### src/rtl/can_isr.sv
module can_isr (
  input  logic       clk,
  input  logic       rst_n,
  input  logic       sel,
  input  logic       wr_en,
  input  logic [7:0] wdata,
  output logic [7:0] rdata,
  input  logic       rx1_ok,
  input  logic       rx2_ok,
  input  logic       tx_done,
  input  logic       tx_err,
  input  logic       overrun,
  input  logic       dom_standby,
  input  logic       epass_chg,
  input  logic       rx_err,
  input  logic       err_stat_ie,
  input  logic       rdy1_clr,
  input  logic       rdy2_clr,
  input  logic [6:0] irq_en,
  output logic       irq
);

  // flag[5]=rx buf2, [4]=rx buf1, [3]=tx done, [2]=status change, [1]=overrun, [0]=tx error
  logic [5:0] flag;
  logic [5:0] set_v, clr_v;
  logic       pend;
  logic       sc_set;

  assign sc_set = dom_standby | epass_chg | (rx_err & err_stat_ie);
  assign set_v  = {rx2_ok, rx1_ok, tx_done, sc_set, overrun, tx_err};
  assign clr_v  = ((sel & wr_en) ? ~wdata[6:1] : 6'b0) | {rdy2_clr, rdy1_clr, 4'b0};

  always_ff @(posedge clk) begin
    if (!rst_n) flag <= '0;
    else        flag <= (flag & ~clr_v) | set_v;
  end

  assign pend  = |flag[2:0];
  assign rdata = {1'b0, flag, pend};
  assign irq   = |(rdata[6:0] & irq_en);

endmodule


### config.mk
export PLATFORM = sky130hd
export DESIGN_NAME = can_isr
export DESIGN_NICKNAME = d
export VERILOG_FILES = /design/src/rtl/can_isr.sv
export SDC_FILE = /design/constraint.sdc
export NUM_CORES = 1
export LEC_CHECK = 0
export CAP_MARGIN = 20
export CORE_AREA = 2 2 39 41
export CTS_CLUSTER_SIZE = 24
export DETAILED_ROUTE_END_ITERATION = 6
export DIE_AREA = 0 0 41 43
export GPL_TIMING_DRIVEN = 0
export PLACE_DENSITY = 0.77
export SLEW_MARGIN = 20
export SYNTH_ARGS = -nofsm -noshare
export SYNTH_HDL_FRONTEND = slang
export SYNTH_SLANG_ARGS = --single-unit
### constraint.sdc
create_clock -name clk -period 1.5 [get_ports clk]
set_clock_uncertainty 0.15 [all_clocks]
set_input_delay 0.375 -clock clk [delete_from_list [all_inputs] [get_ports clk]]
set_output_delay 0.375 -clock clk [all_outputs]
set_load 0.02 [all_outputs]
==> summary.md <==
| Metric | Value |
|---|---|
| Outcome | complete, but fails checks |
| Failing checks | setup timing |
| Layout Nets | 103 |
| Fin. max-slew vios | 0 |
| Die ar. | 1763 sq um |
| Vias in the first global route | around 370 |
| Post-route DRC violation count | 0 |
| Register area share after synthesis | 40.85% |
| Die width | 41 um |
| Max reg flops | 6 |
| Cell taking the most area after synthesis | dfxtp_1 |
| Vias per inst | approximately 4.4 |
| Required @ worst endpoint | 970 ps |
| RSZ-0062 raised after global routing | true |
| Yosys warning count | 0 |
| # Max-Cap Violations | 0 |
| PwrDens | between 700 and 800 nW/um^2 |
| Clock Latency Late Sink | approximately 240 ps |
| Design Power | a little over 500 uW |
| R2r setup slk | between 500 and 600 ps |
| H-tree lvl count | 1 |
| CP max stage cell | or3_4 |
| Post-DP Area | 669.4 sq um |
| Mean area per synthesized cell | 9.485 sq um |
| Hpwl dp | 750 um |
| Crit path largest cell delay | 360 ps |
| Hold Crit Depth | 2 |
| Final hold slack | roughly 400 ps |
| Setup violators final | 2 |
| Final worst setup slack | -291.7 ps |
| Critical path depth | 4 |
| Core Rows | 14 |
| Starting Density | 21.25% |
| Via count | a little under 400 |
| Buffer and inverter count on the worst path | 1 |
| Setup_tns | -523.5 ps |
| Startpoint Class | flip-flop |
| Routed length per instance | 10.64 um |
| Most frequent cells in the layout | 27 x clkdlybuf4s50_1, 8 x o21a_1, 4 x buf_4, 4 x dfxtp_1 |
| Clk root buf | clkbuf_4 |
| TritonRoute pass-1 iters | 4 |
| Initial antenna violation count | 0 |
| Final antenna-violating net count | 0 |
| Area contributors post-synth | dfxtp_1 41%, o21a_1 20%, a22oi_1 7.7% |
| I/O pin cnt | 39 |
| Distinct cells, synth | 13 |
| Crit path DAT | 1270 ps |
| HP Start | flag[2]$_SDFF_PN0_ |
| Total grt overflow | 0 |
| Clk pin slew, worst setup/hold paths | 50 ps |
| Mapped Area | between 200 and 300 sq um |
| Endpoints failing hold | 0 |
| CTS buffer count | 3 |
| Port Buffers | 35 |
| 1st-iter DRT viols | 8 |
| Final WL | ~940 um |
| Total leakage power | 0.0003058 uW |
| Die height | between 40 and 50 um |
| Most flop-heavy register | flag |
| GP Congestion | between 0.5 and 0.6 |
| First-pass GRT wire length | roughly 1.4 mm |
| Synth top area share | 40.85% |
| CTS tree | yes |
| Most common cell after layout, fill and taps aside | clkdlybuf4s50_1 |
| Area of the core | roughly 1400 sq um |
| Fmax | ~560 MHz |
| Net Count, Synth | just over 60 |
| Crit end category | output port |
| Ratio of cells with drive above 1 in the final layout | 23.61% |
| Area Overhead vs Synth | 139.6% |
| VDD IR max | between 0.3 and 0.4 mV |
| Finished Core Util | 50.90% |
| Largest net degree at the start of global routing | 7 |
| Design Area, Final | between 700 and 800 sq um |
| WS Path Type | flip-flop to output port |
| Clock tree buffer depth | 2 |
| Count of state elements after synthesis | 6 |
| RR Endpoint | flag[1]$_SDFF_PN0_ |
| Tot GR Track Use | between 10% and 20% |
| CP cell instances | or3_4 > nand2_2 > nand4_1 > buf_6 |
| Critical Path Sink | irq |
| Clk sinks | 6 |
| # diodes | 0 |
| Period minus WS final | 1792 ps |
| Biggest regs | flag (6) |
| Final worst-path cycle share | 119.4% |
| Critical path origin | flag[0]$_SDFF_PN0_ |
| Worst reg2reg startpoint | flag[1]$_SDFF_PN0_ |
| Synth Instances | 31 |
| Hold Crit Class | flip-flop to flip-flop |
| Worst Reg-to-Reg Cells | 3 |
| Critical path peak fanout | 3 |
| Cell family with the largest share of critical-path delay | simple AND/OR/NAND/NOR gates |
per-layer routing:
layer | wire (um) | track usage [%] | part of all wire (%) | vias to the layer above
met5 | 0 | 0 | 0 | -
met4 | 17 | 6.000 | 1.8 | 0
met3 | 135 | 4.188 | 14 | 2
met2 | 461 | 20.31 | 49 | 21
met1 | 322 | 10.97 | 34 | 169
li1 | - | - | - | 193
worst min-delay path: stages, from the launching register on:
cell and delay [ps]:
dfxtp_1 340, o21ai_0 80, a21boi_0 80
cell type report:
type / count / area (sq um)
fillers: 148 / 679.4
well taps: 16 / 20.02
plain buffers: 2 / 15.01
clock buffers: 4 / 26.28
repair buffers: 37 / 351.6
flip-flops and latches: 6 / 125.1
multi-input cells: 21 / 158.9
inverters: 2 / 7.507
power by group:
| group | internal, uW | switching, uW | total, uW |
|---|---|---|---|
| Sequential | 171 | 9.15 | 180 |
| Combinational | 110 | 57.4 | 167 |
| Clock | 101 | 62.4 | 163 |
| Total | 382 | 129 | 511 |
synthesized netlist by cell type:
cell and number:
o21ai_0 1, o21a_1 8, a211oi_1 1, buf_4 2
nand4_1 1, or3_4 1, a21boi_0 1, dfxtp_1 6
inv_1 2, a22oi_1 3, o211a_1 2, nand2_1 2
conb_1 1
how the worst min path moves through the flow:
stage | endpoint | slack [ps]
after floorplan | flag[0]$_SDFF_PN0_ | 340
after global placement | flag[2]$_SDFF_PN0_ | 370
after detailed placement | flag[2]$_SDFF_PN0_ | 380
after CTS | flag[2]$_SDFF_PN0_ | 390
after global routing | flag[0]$_SDFF_PN0_ | 470
final | flag[2]$_SDFF_PN0_ | 400
cells by family after synthesis:
| logic type | Yosys count | synth area share (%) |
|---|---|---|
| DFF | 6 | 40.85 |
| AOI/OAI and AO/OA | 16 | 41.70 |
| buffers and inverters | 4 | 7.659 |
| other | 1 | 1.275 |
| and+or+nand+nor | 4 | 8.513 |
stage by stage:
step	setup slack (ps)	std cells
finish	-291.7	88
global route	-332.0	88
CTS	-311.8	86
detailed placement	-672.6	82
global placement	-650.3	82
floorplan	-45.97	31
timing repair:
| action | CTS | global route |
|---|---|---|
| buffers inserted | 0 | 2 |
| setup endpoints to repair | 8 | 4 |
| hold buffers | 0 | 0 |
| endpoints found under the hold margin | 0 | 0 |
| gates resized for setup | 16 | 12 |
Power figures use the tool's default switching activity.
